[src/rtl/tdm_rx_pkg.sv]
package tdm_rx_pkg;
    typedef enum logic [1:0] {
        FMT_DSP = 2'd0,
        FMT_I2S = 2'd1,
        FMT_LJ  = 2'd2,
        FMT_RSV = 2'd3
    } fmt_e;

    typedef enum logic {
        ST_IDLE = 1'b0,
        ST_RUN  = 1'b1
    } seq_st_e;
endpackage

[src/rtl/tdm_rx_front.sv]
// Frame-edge detection and data alignment: emits a frame-start flag that is
// coincident with the bit-0 data sample for every format.
module tdm_rx_front
    import tdm_rx_pkg::*;
(
    input  logic clk,
    input  logic rst_n,
    input  fmt_e fmt,
    input  logic fsync,
    input  logic sdata,
    output logic start_o,
    output logic bit_o
);
    logic fs_q;
    logic sd_q;
    logic ev_q;
    logic edge_now;

    always_comb begin
        case (fmt)
            FMT_I2S: edge_now = fs_q & ~fsync;
            default: edge_now = ~fs_q & fsync;
        endcase
    end

    always_ff @(posedge clk or negedge rst_n) begin
        if (!rst_n) begin
            fs_q <= 1'b0;
            sd_q <= 1'b0;
            ev_q <= 1'b0;
        end else begin
            fs_q <= fsync;
            sd_q <= sdata;
            ev_q <= edge_now;
        end
    end

    // Left-justified data is already valid at the edge sample; others lag one bit.
    assign start_o = ev_q;
    assign bit_o   = (fmt == FMT_LJ) ? sd_q : sdata;
endmodule

[src/rtl/tdm_rx_seq.sv]
// Frame sequencer: bit-position counter, frame completion, framing error.
module tdm_rx_seq
    import tdm_rx_pkg::*;
#(
    parameter int POSW = 10
) (
    input  logic            clk,
    input  logic            rst_n,
    input  logic            start_i,
    input  logic [POSW-1:0] frame_bits,
    output logic [POSW-1:0] pos_o,
    output logic            active_o,
    output logic            last_o,
    output logic            valid_o,
    output logic            err_o
);
    seq_st_e         state_q, state_d;
    logic [POSW-1:0] pos_q;
    logic [POSW-1:0] cur_pos;
    logic            active;
    logic            last;
    logic            early;
    logic            valid_q;
    logic            err_q;

    assign cur_pos = start_i ? '0 : pos_q;
    assign active  = start_i || (state_q == ST_RUN);
    assign last    = active && (cur_pos == frame_bits - POSW'(1));
    assign early   = start_i && (state_q == ST_RUN);

    // state register
    always_ff @(posedge clk or negedge rst_n) begin
        if (!rst_n) state_q <= ST_IDLE;
        else        state_q <= state_d;
    end

    // transitions
    always_comb begin
        state_d = state_q;
        unique case (state_q)
            ST_IDLE: if (start_i && !last) state_d = ST_RUN;
            ST_RUN:  if (last)             state_d = ST_IDLE;
        endcase
    end

    // outputs and counter
    always_ff @(posedge clk or negedge rst_n) begin
        if (!rst_n) begin
            pos_q   <= '0;
            valid_q <= 1'b0;
            err_q   <= 1'b0;
        end else begin
            if (active) pos_q <= cur_pos + POSW'(1);
            valid_q <= last;
            if (early) err_q <= 1'b1;
        end
    end

    assign pos_o    = cur_pos;
    assign active_o = active;
    assign last_o   = last;
    assign valid_o  = valid_q;
    assign err_o    = err_q;

    p_valid_single_r6: assert property (@(posedge clk) disable iff (!rst_n)
        valid_o |=> !valid_o);
    p_err_sticky_r8: assert property (@(posedge clk) disable iff (!rst_n)
        err_o |=> err_o);
    p_err_on_edge_r8: assert property (@(posedge clk) disable iff (!rst_n)
        $rose(err_o) |-> $past(start_i));
endmodule

[src/rtl/tdm_rx_lane.sv]
// One receive channel: slot placement, bit capture, frame-end commit.
module tdm_rx_lane
    import tdm_rx_pkg::*;
#(
    parameter int SW    = 24,
    parameter int POSW  = 10,
    parameter int SLW   = 6,
    parameter int SLOTW = 3,
    parameter int WLW   = 5
) (
    input  logic             clk,
    input  logic             rst_n,
    input  fmt_e             fmt,
    input  logic [SLOTW-1:0] slot,
    input  logic [SLW-1:0]   slot_len,
    input  logic [WLW-1:0]   word_len,
    input  logic [POSW-1:0]  half,
    input  logic [POSW-1:0]  pos,
    input  logic             active,
    input  logic             start,
    input  logic             last,
    input  logic             bit_i,
    input  logic             en,
    output logic [SW-1:0]    data_o
);
    logic            split;
    logic [SLOTW-1:0] idx;
    logic [POSW-1:0] st;
    logic [POSW-1:0] off;
    logic            hit;
    logic [SW-1:0]   sh_q, sh_d;
    logic [SW-1:0]   data_q;

    assign split = (fmt == FMT_I2S) || (fmt == FMT_LJ);
    assign idx   = split ? (slot >> 1) : slot;
    assign st    = ((split && slot[0]) ? half : '0) + POSW'(idx) * POSW'(slot_len);
    assign off   = pos - st;
    assign hit   = active && en && (pos >= st) && (off < POSW'(word_len));

    always_comb begin
        sh_d = start ? '0 : sh_q;
        for (int i = 0; i < SW; i++) begin
            if (hit && off == POSW'(i)) sh_d[SW-1-i] = bit_i;
        end
    end

    always_ff @(posedge clk or negedge rst_n) begin
        if (!rst_n) begin
            sh_q   <= '0;
            data_q <= '0;
        end else begin
            sh_q <= sh_d;
            if (last && en) data_q <= sh_d;
        end
    end

    assign data_o = data_q;

    p_hold_disabled_r7: assert property (@(posedge clk) disable iff (!rst_n)
        !en |=> $stable(data_o));
endmodule

[src/rtl/tdm_slot_rx.sv]
module tdm_slot_rx
    import tdm_rx_pkg::*;
#(
    parameter int NCH  = 8,
    parameter int SW   = 24,
    parameter int POSW = 10,
    parameter int SLW  = 6,
    localparam int SLOTW = $clog2(NCH),
    localparam int WLW   = $clog2(SW + 1)
) (
    input  logic                 bclk,
    input  logic                 rst_n,
    input  logic                 fsync,
    input  logic                 sdata,
    input  logic [1:0]           fmt,
    input  logic [SLW-1:0]       slot_len,
    input  logic [WLW-1:0]       word_len,
    input  logic [POSW-1:0]      frame_bits,
    input  logic [NCH-1:0]       ch_en,
    input  logic [NCH*SLOTW-1:0] ch_slot,
    output logic [NCH*SW-1:0]    ch_data,
    output logic                 frame_valid,
    output logic                 frame_err
);
    fmt_e            fmt_sel;
    logic            start;
    logic            bit_cur;
    logic [POSW-1:0] pos;
    logic            active;
    logic            last;
    logic [POSW-1:0] half;

    assign fmt_sel = fmt_e'(fmt);
    assign half    = frame_bits >> 1;

    tdm_rx_front u_front (
        .clk     (bclk),
        .rst_n   (rst_n),
        .fmt     (fmt_sel),
        .fsync   (fsync),
        .sdata   (sdata),
        .start_o (start),
        .bit_o   (bit_cur)
    );

    tdm_rx_seq #(.POSW(POSW)) u_seq (
        .clk        (bclk),
        .rst_n      (rst_n),
        .start_i    (start),
        .frame_bits (frame_bits),
        .pos_o      (pos),
        .active_o   (active),
        .last_o     (last),
        .valid_o    (frame_valid),
        .err_o      (frame_err)
    );

    for (genvar c = 0; c < NCH; c++) begin : g_lane
        tdm_rx_lane #(
            .SW(SW), .POSW(POSW), .SLW(SLW), .SLOTW(SLOTW), .WLW(WLW)
        ) u_lane (
            .clk      (bclk),
            .rst_n    (rst_n),
            .fmt      (fmt_sel),
            .slot     (ch_slot[c*SLOTW +: SLOTW]),
            .slot_len (slot_len),
            .word_len (word_len),
            .half     (half),
            .pos      (pos),
            .active   (active),
            .start    (start),
            .last     (last),
            .bit_i    (bit_cur),
            .en       (ch_en[c]),
            .data_o   (ch_data[c*SW +: SW])
        );
    end
endmodule

[config.mk]
export PLATFORM = sky130hd
export DESIGN_NAME = tdm_slot_rx
export DESIGN_NICKNAME = d
export VERILOG_FILES = /design/src/rtl/tdm_rx_pkg.sv /design/src/rtl/tdm_rx_front.sv /design/src/rtl/tdm_rx_seq.sv /design/src/rtl/tdm_rx_lane.sv /design/src/rtl/tdm_slot_rx.sv
export SDC_FILE = /design/constraint.sdc
export NUM_CORES = 1
export LEC_CHECK = 0
export ABC_AREA = 0
export ABC_CLOCK_PERIOD_IN_PS = 8900
export BUFFER_PORTS_ARGS = -buffer_cell sky130_fd_sc_hd__buf_2
export CELL_PAD_IN_SITES_DETAIL_PLACEMENT = 1
export CELL_PAD_IN_SITES_GLOBAL_PLACEMENT = 2
export CORE_MARGIN = 2
export CORE_UTILIZATION = 39
export CTS_CLUSTER_DIAMETER = 50
export DETAILED_ROUTE_END_ITERATION = 8
export PLACE_DENSITY = 0.84
export REMOVE_ABC_BUFFERS = 1
export SLEW_MARGIN = 20
export SYNTH_ARGS = -nofsm -noshare
export SYNTH_HDL_FRONTEND = slang
export SYNTH_SLANG_ARGS = --single-unit
[constraint.sdc]
create_clock -name bclk -period 8.9 [get_ports bclk]
set_input_delay 0.445 -clock bclk [delete_from_list [all_inputs] [get_ports bclk]]
set_output_delay 0.445 -clock bclk [all_outputs]
set_load 0.02 [all_outputs]
==> results.sh, run 1 <==
export IMPL_outcome="complete, no violations"
export IMPL_path_clk_slew_ps=50
export IMPL_grt_total_usage_pct=23.9
export IMPL_antenna_found_initial=26
export IMPL_synthToLayoutAreaGrowth_pct=13.9
export IMPL_grt_setup_unrepaired="no"
export IMPL_grt_pass1_wl_mm=149
export IMPL_drc_errors=0
export IMPL_p_per_area_nw_per_um2=232
export IMPL_post_cts_resized=0
export IMPL_cts_max_level=2
export IMPL_worst_path_largest_cell_delay_ps=830
export IMPL_yosys_area_top_type_share_pct=34.0
export IMPL_reg2reg_depth=18
export IMPL_avgSynthCellArea_um2=9.33
export IMPL_max_slew_margin_rel_pct=23.8
export IMPL_drt_first_pass_iters=7
export IMPL_path_common_cell="inv_1"
export IMPL_highest_layer="met5"
export IMPL_rrSetupSlack_ps=2740
export IMPL_grt_pass1_vias=26900
export IMPL_netlist_area_um2=29500
export IMPL_ant_nets=0
export IMPL_final_util_pct=45.0
export IMPL_synth_area_leaders="dfrtp_1 (34%), ha_1 (9.0%), fa_1 (6.5%)"
export IMPL_io_pins=253
export IMPL_place_congestion=0.852
export IMPL_final_nets=3716
export IMPL_start_kind="primary input"
export IMPL_setup_tns_ps=0
export IMPL_wirelength_met1_mm=40.3
export IMPL_hp_class="in2reg"
export IMPL_cts_buffers_inserted=57
export IMPL_fillerInstances=8515
export IMPL_clock_path_buffers=3
export IMPL_place_ws_ps=880
export IMPL_drive_gt1_share_pct=15.8
export IMPL_grt_max_degree=160
export IMPL_power_w=0.00778
export IMPL_start_util_pct=39.5
export IMPL_critPathCaptureType="flip-flop"
export IMPL_first_iter_violations=1253
export IMPL_synth_seq_cells=400
export IMPL_num_rows=100
export IMPL_r2r_end="g_lane[4].u_lane.data_o[16]$_DFFE_PN0P_"
export IMPL_synth_edf_count=0
export IMPL_fin_crit_ps=7480
export IMPL_drv_cap=0
export IMPL_path_cells="buf_2, inv_1, ha_2, and2_1, nand2_1, fa_1, inv_1, fa_1, fa_1, inv_1, ha_1, a21oi_1, inv_1, a21oi_1, xor2_1, inv_1, ha_1, nor4b_1, o2111ai_1, nor4_1, nand2_1, nor3_2, nand4_1, a31oi_1"
export IMPL_die_w_um=279
export IMPL_worst_pin_slew_ps=1140
export IMPL_cts_hold_buf=3
export IMPL_worstPathArrival_ps=8030
export IMPL_dr_wl_met2_mm=45.7
export IMPL_io_buffers=252
export IMPL_required_ps=9450
export IMPL_synth_async_reset_ratio_pct=100
export IMPL_worstSetupStartpoint="fmt[0]"
export IMPL_critical_path_class="in2reg"
export IMPL_wl_per_cell_um=21.3
export IMPL_cts_tree="yes"
export IMPL_holdWs_ps=199
export IMPL_die_h_um=279
export IMPL_hpwlAfterDp_mm=66.3
export IMPL_root_buffer="clkbuf_16"
export IMPL_max_freq_ghz=0.134
export IMPL_drt_total_wl_mm=93.2
export IMPL_ys_flop_type="dfrtp_1"
export IMPL_finClkSkew_ps=36.9
export IMPL_synth_common_cells="dfrtp_1 (400), nand2_1 (351), inv_1 (275)"
export IMPL_coreArea_um2=74700
export IMPL_crit_fanout=36
export IMPL_wl_met3_mm=4.01
export IMPL_r2r_start="u_front.start_o$_DFF_PN0_"
export IMPL_synth_distinct_cells=93
export IMPL_hold_viol=0
export IMPL_leakage_nw=16.9
export IMPL_fin_ws_ps=1420
export IMPL_grt_ovfl_total=0
export IMPL_cts_sinks=400
export IMPL_clock_latency_ps=630
export IMPL_synth_top_area_cell="dfrtp_1"
export IMPL_setup_viol=0
export IMPL_synth_most_common_cell="dfrtp_1"
export IMPL_die_area_um2=77800
export IMPL_cp_endpoint="g_lane[4].u_lane.data_o[16]$_DFFE_PN0P_"
export IMPL_post_cts_buffers=0
export IMPL_yosys_warnings=0
export IMPL_min_period_over_period_pct=84.0
export IMPL_slew_viol_final=0
export IMPL_viasPerCell=5.64
export IMPL_critical_path_slowest_cell="ha_2"
export IMPL_syn_inst=3161
export IMPL_ys_seq_area_share_pct=34.0
export IMPL_ir_worst_vdd_mv=0.175
export IMPL_via_count=24700
==> through the flow <==
step | cells | cell area, um^2
after global routing | 4372 | 33600
after CTS | 4364 | 33500
after floorplan | 3001 | 28800
final | 4376 | 33600
after global placement | 4255 | 31600
after detailed placement | 4255 | 31600
==> metal layers <==
| layer | up-vias | track usage, % |
|---|---|---|
| met4 | 24 | 7.98 |
| met3 | 177 | 4.04 |
| met2 | 443 | 41.7 |
| li1 | 11500 | - |
| met5 | - | 0 |
| met1 | 12500 | 30.1 |
==> how the worst min path moves through the flow <==
stage,depth (start not counted),from,endpoint
6_report,3,ch_en[0],g_lane[0].u_lane.data_o[17]$_DFFE_PN0P_
5_1_grt,3,ch_en[0],g_lane[0].u_lane.data_o[17]$_DFFE_PN0P_
4_1_cts,3,ch_en[0],g_lane[0].u_lane.data_o[17]$_DFFE_PN0P_
3_5_place_dp,1,g_lane[5].u_lane.data_o[12]$_DFFE_PN0P_,g_lane[5].u_lane.data_o[12]$_DFFE_PN0P_
3_3_place_gp,1,u_front.fs_q$_DFF_PN0_,u_front.start_o$_DFF_PN0_
2_1_floorplan,0,rst_n,g_lane[0].u_lane.data_o[0]$_DFFE_PN0P_
==> cell type report <==
class | count | area [um^2] | area share (%)
multi-input combinational | 2322 | 17800 | 52.9
sequential | 400 | 10000 | 29.8
clock buffer | 76 | 1600 | 4.76
tap | 969 | 1210 | 3.61
antenna | 11 | 27.5 | 0.0820
clock inverter | 30 | 347 | 1.03
inverter | 279 | 1050 | 3.13
timing repair buffer | 289 | 1590 | 4.72
==> worst max-delay path: cells and delay by family <==
kind	cells	cell delay [ps]
adders and majority gates	6	2950
and+or+nand+nor	7	2620
buffers and inverters	6	490
AOI/OAI and AO/OA	4	820
xor gates and xnor gates	1	670
==> cells in the final DEF, fill, tap and decap left out, types with 12 or more instances in the layout <==
cell type  count
o21a_1        12
nand3b_1      15
mux2i_1      104
or2_2         12
a211oi_1      16
and3_1        48
ha_1         211
xor2_1        30
xnor2_1       61
dfrtp_1      400
nand2_1      351
a21oi_1      112
nor3_1        36
o21bai_1      22
mux2_2        96
nand4_1       33
fa_1          96
buf_2        251
o21ai_0       78
inv_1        275
and2_1        43
o211ai_1      59
or3_1         14
nor2b_1      113
nand3_1       84
o31ai_1       26
nor2_1       152
nor4_1        83
buf_4         31
a31oi_1       78
clkbuf_16     57
a31o_1        16
mux2_1        51
a211o_1       19
nand2b_1      44
a21o_1        40
==> power by group <==
part | internal, W | total, W | switching, W | leakage (nW)
Combinational | 0.00118 | 0.00360 | 0.00242 | 10.3
Sequential | 0.00185 | 0.00188 | 0.0000256 | 5.56
Clock | 0.00139 | 0.00230 | 0.000909 | 0.958
Total | 0.00443 | 0.00778 | 0.00336 | 16.9
==> logic make-up (layout without fill, tap and decap cells) <==
logic type,after synthesis,count (layout),synth area share [%]
simple gates,1095,1095,19.2
compound gates,576,576,13.5
buf+inv,439,674,5.98
flops,400,400,34.0
fa+ha+maj,308,308,15.5
mux,252,252,9.18
xor+xnor,91,91,2.70
other cells,0,11,0
==> registers in the layout (all words and copies together) (netlist names) <==
register              cells
g_lane.u_lane.data_o    192
u_seq.pos_q              10
u_seq.state_q             1
u_seq.valid_o             1
u_seq.err_o               1
g_lane.u_lane.sh_q      192
u_front.sd_q              1
u_front.start_o           1
u_front.fs_q              1
Power figures use the tool's default switching activity.
==> inputs of run 2 (changes only) <==
Settings changed: ABC_CLOCK_PERIOD_IN_PS 8900 to 7800.
Clock period 8.9 ns to 7.8 ns, I/O delays scaled along.
==> run 2 against run 1 <==
Non-clock buffer count up 17. Register-to-register slack worse by 1500 ps. Clock power up 20%. Critical path type unchanged. Largest power group unchanged.
==> results.sh, run 2 (synthesis results as in run 1) <==
export IMPL_outcome="complete, no violations"
export IMPL_fin_crit_ps=6980
export IMPL_grt_pass1_vias=26900
export IMPL_worst_path_largest_cell_delay_ps=690
export IMPL_ant_nets=0
export IMPL_clock_latency_ps=610
export IMPL_worst_pin_slew_ps=1120
export IMPL_drv_cap=0
export IMPL_mostFrequentLayoutCells="dfrtp_1 (400), nand2_1 (351), inv_1 (275)"
export IMPL_hpwlAfterDp_mm=66.1
export IMPL_min_period_over_period_pct=89.5
export IMPL_grt_total_usage_pct=23.9
export IMPL_cts_max_level=2
export IMPL_finClkSkew_ps=26.2
export IMPL_place_ws_ps=279
export IMPL_slew_viol_final=0
export IMPL_hp_class="in2reg"
export IMPL_cts_buffers_inserted=58
export IMPL_grt_max_degree=160
export IMPL_die_w_um=279
export IMPL_start_kind="primary input"
export IMPL_final_nets=3734
export IMPL_path_clk_slew_ps=60
export IMPL_critical_path_slowest_cell="ha_2"
export IMPL_via_count=24600
export IMPL_num_rows=100
export IMPL_leakage_nw=17.0
export IMPL_drt_total_wl_mm=93.1
export IMPL_post_cts_resized=0
export IMPL_place_congestion=0.888
export IMPL_min_path_cells=3
export IMPL_critical_path_class="in2reg"
export IMPL_place_inst=4273
export IMPL_drt_first_pass_iters=5
export IMPL_grt_pass1_wl_mm=149
export IMPL_required_ps=8290
export IMPL_multi_input_area_um2=17800
export IMPL_first_iter_violations=1321
export IMPL_reg2reg_depth=18
export IMPL_clock_path_buffers=3
export IMPL_setup_viol=0
export IMPL_io_buffers=252
export IMPL_grt_ovfl_total=0
export IMPL_wl_per_cell_um=21.2
export IMPL_worstPathArrival_ps=7470
export IMPL_ir_worst_vdd_mv=0.199
export IMPL_critPathCaptureType="flip-flop"
export IMPL_max_slew_margin_rel_pct=25.4
export IMPL_io_pins=253
export IMPL_regArea_um2=10000
export IMPL_layout_commonest_cell="dfrtp_1"
export IMPL_synthToLayoutAreaGrowth_pct=14.7
export IMPL_drc_errors=0
export IMPL_start_util_pct=39.5
export IMPL_cts_sinks=400
export IMPL_p_per_area_nw_per_um2=267
export IMPL_grt_setup_unrepaired="no"
export IMPL_die_area_um2=77800
export IMPL_crit_fanout=25
export IMPL_antenna_found_initial=24
export IMPL_root_buffer="clkbuf_16"
export IMPL_die_h_um=279
export IMPL_fillerInstances=8513
export IMPL_max_freq_ghz=0.143
export IMPL_coreArea_um2=74700
export IMPL_hold_viol=0
export IMPL_drive_gt1_share_pct=16.2
export IMPL_viasPerCell=5.60
export IMPL_cts_tree="yes"
export IMPL_fin_ws_ps=818
export IMPL_layout_cells_non_filler=4391
## run 2: cell count changes in the layout (fill, tap and decap cells not counted), sizes merged
cell,before,now
buf,286,303
clkinv,16,15
bufinv,4,9
clkinvlp,1,3
clkbuf,76,73
inv,288,286
diode,11,8
## run 2: final timing paths
check	start	end	slack, ps
hold / removal	ch_en[0]	g_lane[0].u_lane.data_o[17]$_DFFE_PN0P_	130
max in group asynchronous	rst_n	g_lane[7].u_lane.data_o[10]$_DFFE_PN0P_	5940
setup reg to reg	u_front.start_o$_DFF_PN0_	g_lane[1].u_lane.data_o[14]$_DFFE_PN0P_	1210
hold reg to reg	g_lane[5].u_lane.data_o[17]$_DFFE_PN0P_	g_lane[5].u_lane.data_o[17]$_DFFE_PN0P_	480
setup / recovery	fmt[0]	g_lane[7].u_lane.data_o[2]$_DFFE_PN0P_	820
min in group asynchronous	rst_n	g_lane[4].u_lane.data_o[8]$_DFFE_PN0P_	380
## run 2: layout make-up
cell class / count / area share (%)
Inverter: 279 / 3.11
Clock inverter: 34 / 1.39
Tap cell: 969 / 3.59
Multi-Input combinational cell: 2322 / 52.5
Sequential cell: 400 / 29.6
Clock buffer: 73 / 4.67
Antenna cell: 8 / 0.0592
Timing Repair Buffer: 306 / 5.06
## run 2: critical path: cells and delay by family
family | cells | cell delay, ps
AND/OR/NAND/NOR | 6 | 1540
adder cells (fa/ha/maj) | 6 | 2610
multiplexers | 2 | 800
AO/OA/AOI/OAI | 6 | 1390
buffers and inverters | 5 | 590
XOR/XNOR | 1 | 110
## run 2: through the flow
step           util (%)  hold WS [ps]  cell area, um^2  setup TNS [ps]  total power, W
3_5_place_dp       42.4           460            31700               0         0.00624
4_1_cts            45.2          92.2            33800               0         0.00908
2_1_floorplan         -          94.4            28800           -6070         0.00504
6_report           45.3           129            33800               0         0.00903
3_3_place_gp       42.4           445            31700               0         0.00606
5_1_grt            45.2           113            33800               0         0.00965
## run 2: what timing repair did
action,in CTS,in global routing
setup buffers,0,0
hold buffers,3,0
endpoints found under the hold margin,97,0
## run 2: routing by layer
metal / GRT usage (%) / up-vias / share of wire (%)
li1: - / 11600 / -
met1: 29.7 / 12400 / 43
met2: 42.4 / 430 / 50
met3: 4.04 / 176 / 4.2
met4: 6.85 / 28 / 2.7
met5: 0 / - / 0.19
## run 2: where the power goes
group          internal (W)  switching [W]
clock network       0.00174        0.00103
logic               0.00137        0.00274
registers           0.00211      0.0000307
==> inputs of run 3 (changes only) <==
Settings changed: RECOVER_POWER from default to 25.
==> run 3 against run 2 <==
The flow now finishes with violations (max-capacitance violations, max-slew violations). Utilization shrank 0.27 points. Sequential power hardly changed. Worst setup slack better by 12 ps. Die area unchanged. Clock power about the same. Sequential share of layout area increased by 0.18 points. Sequential cell count unchanged. Critical path type unchanged. Largest cell class unchanged.
==> results.sh, run 3 (synthesis results as in run 1) <==
export IMPL_grt_util_met3_pct=4.04
export IMPL_use_met1_pct=29.7
export IMPL_hp_start="ch_en[0]"
export IMPL_p_per_area_nw_per_um2=269
export IMPL_grt_pass1_wl_mm=149
export IMPL_die_h_um=279
export IMPL_layout_commonest_cell="dfrtp_1"
export IMPL_max_slew_margin_rel_pct=-280
export IMPL_final_util_pct=45.0
export IMPL_min_path_cells=3
export IMPL_place_inst=4273
export IMPL_antenna_found_initial=24
export IMPL_clock_latency_ps=620
export IMPL_rrSetupSlack_ps=1220
export IMPL_io_buffers=252
export IMPL_grt_max_degree=160
export IMPL_critPathCaptureType="flip-flop"
export IMPL_coreArea_um2=74700
export IMPL_cts_max_level=2
export IMPL_start_kind="primary input"
export IMPL_slew_viol_final=98
export IMPL_place_area_um2=31700
export IMPL_hold_viol=0
export IMPL_hp_class="in2reg"
export IMPL_path_clk_slew_ps=60
export IMPL_hpwlAfterDp_mm=66.1
export IMPL_layout_cells_non_filler=4391
export IMPL_whs_endpoint="g_lane[0].u_lane.data_o[17]$_DFFE_PN0P_"
export IMPL_place_congestion=0.888
export IMPL_leakage_nw=16.3
export IMPL_violations="max-capacitance violations, max-slew violations"
export IMPL_clock_path_buffers=3
export IMPL_worstPathArrival_ps=7460
export IMPL_drv_cap=1
export IMPL_fillerInstances=8576
export IMPL_busiest_layer="met2"
export IMPL_drc_errors=0
export IMPL_use_met2_pct=42.4
export IMPL_ant_nets=0
export IMPL_die_area_um2=77800
export IMPL_grt_setup_unrepaired="no"
export IMPL_critical_path_class="in2reg"
export IMPL_setup_viol=0
export IMPL_root_buffer="clkbuf_16"
export IMPL_cts_tree="yes"
export IMPL_final_nets=3734
export IMPL_drt_first_pass_iters=5
export IMPL_start_util_pct=39.5
export IMPL_via_count=24600
export IMPL_power_w=0.00903
export IMPL_post_cts_buffers=0
export IMPL_io_pins=253
export IMPL_max_freq_ghz=0.143
export IMPL_final_area_um2=33600
export IMPL_viasPerCell=5.60
export IMPL_cts_sinks=400
export IMPL_holdWs_ps=125
export IMPL_grt_ovfl_total=0
export IMPL_synthToLayoutAreaGrowth_pct=14.0
export IMPL_outcome="finished with violations"
export IMPL_min_period_over_period_pct=89.4
export IMPL_grt_pass1_vias=26900
export IMPL_r2r_start="u_front.start_o$_DFF_PN0_"
export IMPL_die_w_um=279
export IMPL_first_iter_violations=1279
export IMPL_mostFrequentLayoutCells="dfrtp_1 (400), nand2_1 (351), inv_1 (275)"
export IMPL_drive_gt1_share_pct=11.7
export IMPL_wl_per_cell_um=21.2
export IMPL_reg2reg_depth=18
export IMPL_crit_fanout=25
export IMPL_required_ps=8290
export IMPL_ir_worst_vdd_mv=0.199
export IMPL_drt_total_wl_mm=93.1
export IMPL_grt_total_usage_pct=23.9
export IMPL_cts_buffers_inserted=58
export IMPL_r2r_end="g_lane[1].u_lane.data_o[14]$_DFFE_PN0P_"
export IMPL_num_rows=100
export IMPL_finClkSkew_ps=24.1
export IMPL_worst_pin_slew_ps=5700
export IMPL_fin_crit_ps=6970
==> run 3: cell types whose count changed in the layout (fill, tap and decap cells not counted) <==
cell | previous run | this run
clkbuf_1 | 9 | 162
buf_2 | 251 | 99
buf_8 | 1 | 0
==> run 3: worst max path at each step <==
stage	from	end	slack, ps
final	fmt[0]	g_lane[7].u_lane.data_o[2]$_DFFE_PN0P_	830
after global routing	fmt[0]	g_lane[0].u_lane.data_o[17]$_DFFE_PN0P_	260
after CTS	fmt[0]	g_lane[0].u_lane.data_o[17]$_DFFE_PN0P_	910
after detailed placement	fmt[0]	g_lane[0].u_lane.data_o[17]$_DFFE_PN0P_	280
after global placement	fmt[0]	g_lane[7].u_lane.data_o[19]$_DFFE_PN0P_	510
after floorplan	fmt[0]	g_lane[0].u_lane.data_o[10]$_DFFE_PN0P_	-270
==> run 3: power breakdown <==
| part | switching (W) | internal (W) |
|---|---|---|
| Sequential | 0.0000314 | 0.00211 |
| Combinational | 0.00274 | 0.00137 |
| Clock | 0.00103 | 0.00174 |
| Total | 0.00380 | 0.00522 |
==> run 3: through the flow <==
| step | setup WS, ps | TNS (ps) |
|---|---|---|
| after CTS | 910 | 0 |
| after floorplan | -266 | -6070 |
| after global routing | 262 | 0 |
| after detailed placement | 279 | 0 |
| final | 830 | 0 |
| after global placement | 511 | 0 |
==> run 3: critical path, stage by stage <==
cell	delay, ps
buf_2	90
inv_1	40
ha_2	690
buf_4	370
mux2i_1	490
nor2b_1	120
fa_1	500
inv_1	50
fa_1	530
inv_1	40
ha_1	350
a21oi_1	140
o21ai_0	130
a21o_1	210
a21o_1	200
xnor2_1	130
ha_1	420
nand2_1	120
a22o_1	250
a311o_1	280
nor3_1	570
nand4_1	500
o211ai_1	350
o31ai_1	160
mux2_2	300
==> run 3: final cells by class <==
type | instances | area (um^2) | share of cell area [%]
Inverter | 279 | 1050 | 3.13
Clock buffer | 73 | 1580 | 4.70
Timing Repair Buffer | 306 | 1510 | 4.49
Sequential cell | 400 | 10000 | 29.8
Tap cell | 969 | 1210 | 3.61
Clock inverter | 34 | 469 | 1.40
Multi-Input combinational cell | 2322 | 17800 | 52.8
Antenna cell | 8 | 20.0 | 0.0596
==> run 3: timing repair <==
item,CTS,global route
endpoints found under the hold margin,97,0
hold buffers,3,0
gates resized for setup,0,0
==> run 3: layer usage <==
layer,wire (um),vias up
li1,-,11600
met1,40200,12400
met2,46000,440
met3,4110,180
met4,2590,28
met5,176,-
